--- src/rtl/pscpwm_pkg.sv ---
package pscpwm_pkg;

    // Leg pair encoding: bit 1 = positive leg, bit 0 = negative leg
    typedef enum logic [1:0] {
        LEG_OFF = 2'b00,
        LEG_NEG = 2'b01,
        LEG_POS = 2'b10
    } leg_e;

endpackage

--- src/rtl/pscpwm_carrier.sv ---
module pscpwm_carrier #(
    parameter int CW   = 16,
    parameter int NMOD = 3,
    parameter int IDX  = 0
) (
    input  logic          clk,
    input  logic          rst_n,
    input  logic          en,
    input  logic [CW-1:0] peak,
    output logic [CW-1:0] car,
    output logic          at_peak
);
    localparam int PW = CW + 2 + $clog2(NMOD + 1);

    typedef struct packed {
        logic [CW-1:0] val;
        logic          dn;
    } car_s;

    car_s          d, q;
    logic [PW-1:0] ph;

    always_comb begin
        d       = q;
        ph      = (PW'(peak) * PW'(2 * IDX)) / PW'(NMOD);
        at_peak = en && (q.val >= peak);
        if (!en) begin
            if (ph < PW'(peak)) begin
                d.val = CW'(ph);
                d.dn  = 1'b0;
            end else begin
                d.val = CW'((PW'(peak) << 1) - ph);
                d.dn  = 1'b1;
            end
        end else if (!q.dn) begin
            if ((CW + 1)'(q.val) + (CW + 1)'(1) >= (CW + 1)'(peak)) begin
                d.val = peak;
                d.dn  = 1'b1;
            end else begin
                d.val = q.val + CW'(1);
            end
        end else begin
            if (q.val <= CW'(1)) begin
                d.val = '0;
                d.dn  = 1'b0;
            end else begin
                d.val = q.val - CW'(1);
            end
        end
    end

    always_ff @(posedge clk or negedge rst_n) begin
        if (!rst_n) q <= '0;
        else        q <= d;
    end

    assign car = q.val;

endmodule

--- src/rtl/pscpwm_cell.sv ---
module pscpwm_cell
    import pscpwm_pkg::*;
#(
    parameter int CW = 16,
    parameter int RW = 16
) (
    input  logic          clk,
    input  logic          rst_n,
    input  logic          en,
    input  logic          at_peak,
    input  logic [CW-1:0] car,
    input  logic [RW-1:0] ref_in,
    output logic [1:0]    leg,
    output logic          chg
);
    localparam int XW = ((RW > CW) ? RW : CW) + 2;

    typedef struct packed {
        logic [RW-1:0] ref_v;
        logic [1:0]    leg;
        logic          chg;
    } cell_s;

    cell_s                d, q;
    logic signed [XW-1:0] r_x, n_x, c_x;
    logic                 pos_on, neg_on;

    always_comb begin
        d      = q;
        r_x    = XW'($signed(q.ref_v));
        n_x    = -r_x;
        c_x    = $signed({{(XW - CW){1'b0}}, car});
        pos_on = r_x > c_x;
        neg_on = n_x > c_x;
        d.leg  = en ? {pos_on, neg_on} : LEG_OFF;
        d.chg  = d.leg != q.leg;
        if (!en || at_peak) d.ref_v = ref_in;
    end

    always_ff @(posedge clk or negedge rst_n) begin
        if (!rst_n) q <= '0;
        else        q <= d;
    end

    assign leg = q.leg;
    assign chg = q.chg;

endmodule

--- src/rtl/pscpwm_gen.sv ---
module pscpwm_gen #(
    parameter int CW   = 16,
    parameter int RW   = 16,
    parameter int NPH  = 3,
    parameter int NMOD = 3
) (
    input  logic                    clk,
    input  logic                    rst_n,
    input  logic                    en,
    input  logic [CW-1:0]           peak,
    input  logic [NPH*RW-1:0]       phase_ref,
    output logic [NPH*NMOD*2-1:0]   leg_state,
    output logic [NPH*NMOD-1:0]     leg_chg
);
    logic [NMOD*CW-1:0] car_val;
    logic [NMOD-1:0]    car_top;

    for (genvar k = 0; k < NMOD; k++) begin : g_car
        pscpwm_carrier #(.CW(CW), .NMOD(NMOD), .IDX(k)) u_car (
            .clk     (clk),
            .rst_n   (rst_n),
            .en      (en),
            .peak    (peak),
            .car     (car_val[k*CW +: CW]),
            .at_peak (car_top[k])
        );
    end

    for (genvar p = 0; p < NPH; p++) begin : g_ph
        for (genvar m = 0; m < NMOD; m++) begin : g_mod
            localparam int I = p * NMOD + m;
            pscpwm_cell #(.CW(CW), .RW(RW)) u_cell (
                .clk     (clk),
                .rst_n   (rst_n),
                .en      (en),
                .at_peak (car_top[m]),
                .car     (car_val[m*CW +: CW]),
                .ref_in  (phase_ref[p*RW +: RW]),
                .leg     (leg_state[2*I +: 2]),
                .chg     (leg_chg[I])
            );
        end
    end

endmodule

--- config.mk ---
export PLATFORM = sky130hd
export DESIGN_NAME = pscpwm_gen
export DESIGN_NICKNAME = d
export VERILOG_FILES = /design/src/rtl/pscpwm_pkg.sv /design/src/rtl/pscpwm_carrier.sv /design/src/rtl/pscpwm_cell.sv /design/src/rtl/pscpwm_gen.sv
export SDC_FILE = /design/constraint.sdc
export NUM_CORES = 1
export LEC_CHECK = 0
export BUFFER_PORTS_ARGS = -buffer_cell sky130_fd_sc_hd__buf_2
export CORE_ASPECT_RATIO = 0.75
export CORE_UTILIZATION = 44
export DETAILED_ROUTE_END_ITERATION = 16
export SYNTH_ARGS = -nofsm -noshare
export SYNTH_HDL_FRONTEND = slang
export SYNTH_SLANG_ARGS = --single-unit
export TNS_END_PERCENT = 1
--- constraint.sdc ---
create_clock -name clk -period 6.5 [get_ports clk]
set_input_delay 0.325 -clock clk [delete_from_list [all_inputs] [get_ports clk]]
set_output_delay 0.325 -clock clk [all_outputs]
set_load 0.01 [all_outputs]
# == After elaboration in Yosys (flattened, before gate mapping) ==
# Cells that the tools add are included.
# Widths: inputs -> output; s select.
# word_totals
word_cells,131
out_inout_bits,27
ff_bits,222
# classes
magnitude_cmp,30
n_div,2
n_mux,30
addsub,20
n_reduce_logical,7
n_eq_ne,9
# op_table
operator,n
$gt 18x17->1,9
$neg 16->18,9
$gt 16x17->1,9
$mux 17,9
$mux 16,6
$add 16x1->17 const B,3
$ge 17x16->1,3
$add 16x1->16 const B,3
$ge 16x16->1,3
$le 16x1->1 const B,3
$sub 16x1->16 const B,3
$lt 20x16->1,2
$sub 16x16->16,2
$div 17x2->20 const B,1
$div 18x2->20 const B,1
$mux 2,9
$ne 2x2->1,9
$lt 1x16->1 const A,1
$mux 1,6
$logic_and 1x1->1,3
$logic_or 1x1->1,3
$logic_not 1->1,1

# == Longest topological paths before layout ==
# depth
depth_word,5
depth_mapped,47
mapped_depth_nobuf,43

# == Hierarchy ==
# A second synthesis with hierarchy kept.
# unflattened
hier_cells,3488
area_unflattened_um2,29365.7
# by_module_without_submodules
mod,cells_per_inst,area_each_um2,instances,seq_area_each_um2
pscpwm_cell,199,1864.3,9,475.5
pscpwm_carrier (g_car[2].u_car),723,5200.0,1,425.4
pscpwm_carrier (g_car[1].u_car),713,5173.7,1,425.4
pscpwm_carrier (g_car[0].u_car),261,2213.4,1,425.4

# == Worst setup path before layout ==
# No wires, ideal clock.
# synth_path
kind,input to register
from,input port peak[11]
to,"register g_car[2].u_car.q, in the netlist g_car[2].u_car.car[14]"
cell_stages,45
arrival_time_ns,7.845
required_ns,6.366
setup_slack_ns,-1.479
setup_ns,0.134
path_cell_list,buf_2 inv_1 a211oi_1 o32a_2 nand2_4 a41oi_1 nand4_2 nor2_1 mux2_2 a21oi_1 xnor2_1 nand2_1 o2bb2ai_1 ha_1 clkbuf_1 nor2_1 a32oi_1 and3_1 [9 not listed] nor2_1 o21ai_0 a21boi_0 o21ai_0 a21boi_0 o21ai_0 a21boi_0 o21ai_0 nand2b_1 and2_1 o21ai_0 nand2b_1 a21o_1 a21oi_1 xor2_1 nor2_1 a21oi_1 o21ai_0
# synth_lines
item,line_no,source
"start, declared",pscpwm_gen.sv:10,"input logic [CW-1:0] peak,"
"end signal, assigned",pscpwm_carrier.sv:53,if (!rst_n) q <= '0;
"end signal, assigned",pscpwm_carrier.sv:54,else q <= d;
"end, declared",pscpwm_carrier.sv:20,"car_s d, q;"

==> flow_metrics.tcl <==
set metrics [dict create \
    p_int_w 0.005141 \
    seqPwrFrac 0.236 \
    clk_latency_ns 0.57 \
    synth_seq_cells 222 \
    dp_hpwl_um 66120 \
    synth_cell_type_count 92 \
    hold_ws_ns 0.1012 \
    drt-vias-per-instance 5.910 \
    setup_slack_ns -0.6470 \
    start_util 0.4498 \
    rsz0062_at_grt "true" \
    wl_um 84080 \
    num_io_pins 94 \
    synth_area_leaders "ha_1 (23%), dfrtp_1 (22%), mux2_2 (6.6%), xnor2_1 (6.6%), a21o_1 (3.7%)" \
    slew-limit-headroom 0.2608 \
    clock.fmax_mhz 139.9 \
    synth_area_mm2 0.02537 \
    num_vias 23000 \
    postPlaceCellArea_mm2 0.02783 \
    synth_nets 3404 \
    cp-end-kind "flop" \
    path_common_cell "buf_4" \
    grt_max_degree 123 \
    first_global_vias 22140 \
    finish.net_count 3631 \
    swShare 0.4436 \
    violations "negative setup slack" \
    regToRegSetupSlack_ns 1.18 \
    slew_viol_final 0 \
    synthCells 2873 \
    wire_per_inst_um 21.61 \
    stdcell_area_mm2 0.02944 \
    clock_sinks 222 \
    cts_tree "done" \
    path_max_fanout 9 \
    place_congestion 0.9240 \
    critPathMaxStageDelay_ns 0.43 \
    yosysWarnings 0 \
    clk_pin_slew_worst_paths_ns 0.07 \
    synth_common_cells "ha_1 (462), dfrtp_1 (222), nor2_1 (213), xnor2_1 (190), a21oi_1 (173)" \
    die-area_mm2 0.05863 \
    yosys.area.top_type "ha_1" \
    cts_max_level 1 \
    drt_iter0_markers 2262 \
    synth_ff_type "dfrtp_1" \
    fin_crit_sh 1.100 \
    core_area_mm2 0.05640 \
    crit_required_ns 7.00 \
    hp-start "phase_ref[24]" \
    reg2regPathDepth 19 \
    status "finished, violations left" \
    p_sw_w 0.004099 \
    seq_area_frac_synth 0.2190 \
    rows 75 \
    p_leak_nw 13.35 \
    worstReg2RegStart "g_car[2].u_car.car[0]" \
    die_h_um 209.9 \
    finalSetupTns_ns -2.591 \
    dp.cells 3800 \
    finalSetupViolCount 6 \
    grt-ovfl-total 0 \
    period_minus_slack_ns 7.147 \
    p_per_area_mw_per_mm2 313.8 \
    drcViolationCount 0 \
    worstPathArrival_ns 7.65 \
    peakVddDrop_v 0.0001809 \
    synth_top_area_share 0.2279 \
    hold_class "in2reg" \
    synth_edf_count 0 \
    track_usage 0.2841 \
    p_comb_frac 0.585 \
    cts_buffers 26 \
    async_reset_ff_frac 1.000 \
    path_class "in2reg" \
    p_clk_frac 0.179 \
    startpoint "peak[13]" \
    grt_pass1_wl_um 130500 \
    r2r_end "g_car[2].u_car.car[1]" \
    portBuffers 93 \
    worstSetupStartpointType "primary input" \
    drv_cap 0 \
    slowest_stage "or4_4" \
    die_w_um 279.3 \
    yosysMostFrequentCell "ha_1" \
    fin_cells 3891 \
    ant_nets 0 \
    dr.pass1.iters 5 \
    total_power_w 0.009240 \
    max-clock-path-buffers 3 \
    drive_gt1_frac 0.1997 \
    avgSynthCellArea_um2 8.829 \
    cts-root-buf "clkbuf_16" \
    fillers 5272 \
    cp-endpoint "g_car[2].u_car.car[8]" \
    area_delta_synth_final_pct 16.06 \
    clock_skew_ns 0.01346 \
    antenna_found_initial 7 \
    worstMarginPinSlew_ns 1.109 \
    final_hold_viol_count 0 \
]
==> kinds of logic after synthesis <==
family,after synthesis,share of synthesized area
and+or+nand+nor,828,0.1694
adders and majority gates,464,0.2295
AOI/OAI and AO/OA,673,0.1742
DFF,222,0.2190
muxes,182,0.07912
xor gates and xnor gates,246,0.08494
buffers and inverters,258,0.04390
==> registers in the layout, summed over array words and instances, names as in the netlist <==
register	cells
g_car.u_car.car	48
g_ph.g_mod.u_cell.q	144
g_ph.g_mod.u_cell.chg	9
g_ph.g_mod.u_cell.leg	18
g_car.u_car.q	3
==> power groups by stage <==
stage	clock network, W	registers, W	logic (W)
global placement	0	0.00218	0.00497
CTS	0.00169	0.00216	0.00526
global route	0.00175	0.00222	0.00602
detailed placement	0	0.00219	0.00513
floorplan	0	0.00199	0.00380
finish	0.00166	0.00218	0.00540
==> how the worst min path moves through the flow <==
stage	end	slack (ns)	cells after the start
after global routing	g_ph[0].g_mod[1].u_cell.q[17]	0.07	2
after floorplan	g_car[0].u_car.car[0]	0.03	0
final	g_ph[1].g_mod[2].u_cell.q[11]	0.10	2
after detailed placement	g_car[0].u_car.car[8]	0.40	1
after CTS	g_ph[1].g_mod[1].u_cell.q[11]	0.07	2
after global placement	g_car[0].u_car.car[8]	0.40	1
==> metal layers <==
layer,part of all wire,track usage,vias to the layer above
met5,0,0,-
met2,0.41,0.4198,724
met4,0.016,0.04566,0
met3,0.079,0.04799,96
li1,-,-,11040
met1,0.49,0.4339,11130
==> what timing repair did <==
action	4_1_cts	5_1_grt
buffers inserted	30	11
pin swaps	43	38
endpoints found under the hold margin	100	0
resized for setup	49	34
hold buffers	1	0
endpoints found under the setup margin	7	15
==> stage by stage <==
stage / setup slack (ns) / utilization
after detailed placement: -1.493 / 0.4934
after global placement: -1.387 / 0.4934
after floorplan: -0.7964 / -
after global routing: -0.9591 / 0.5220
after CTS: -0.5784 / 0.5182
final: -0.6470 / 0.5220
==> cell type report <==
| cell class | count | area, µm² | area share |
|---|---|---|---|
| Antenna cell | 1 | 2.502 | 0.00008499 |
| Clock buffer | 31 | 720.7 | 0.02448 |
| Clock inverter | 17 | 221.5 | 0.007522 |
| Inverter | 145 | 544.3 | 0.01849 |
| Multi-Input combinational cell | 2393 | 19180 | 0.6515 |
| Sequential cell | 222 | 5555 | 0.1887 |
| Tap cell | 770 | 963.4 | 0.03272 |
| Timing Repair Buffer | 312 | 2253 | 0.07654 |
==> cells in the final DEF (no fill, tap or decap), types with 28 or more instances in the layout <==
| master | n |
|---|---|
| ha_1 | 459 |
| dfrtp_1 | 222 |
| nor2_1 | 209 |
| buf_4 | 206 |
| xnor2_1 | 187 |
| a21oi_1 | 167 |
| mux2_2 | 148 |
| inv_1 | 138 |
| nand2_1 | 130 |
| a21o_1 | 125 |
| o21ai_0 | 123 |
| nand4_1 | 89 |
| buf_2 | 88 |
| nor3_1 | 69 |
| nor4_1 | 63 |
| xor2_1 | 56 |
| nand2b_1 | 55 |
| nor2b_1 | 53 |
| o21a_1 | 43 |
| nand3_1 | 40 |
| mux2i_1 | 32 |
| o22ai_1 | 28 |
==> critical path, delay by kind of cell <==
family,cells,cell delay [ns]
XOR/XNOR,1,0.19
AO/OA/AOI/OAI,19,3.09
adder cells (fa/ha/maj),3,0.74
buffers and inverters,12,1.38
AND/OR/NAND/NOR,11,1.92
No activity file was read; power rests on OpenSTA's default activity.
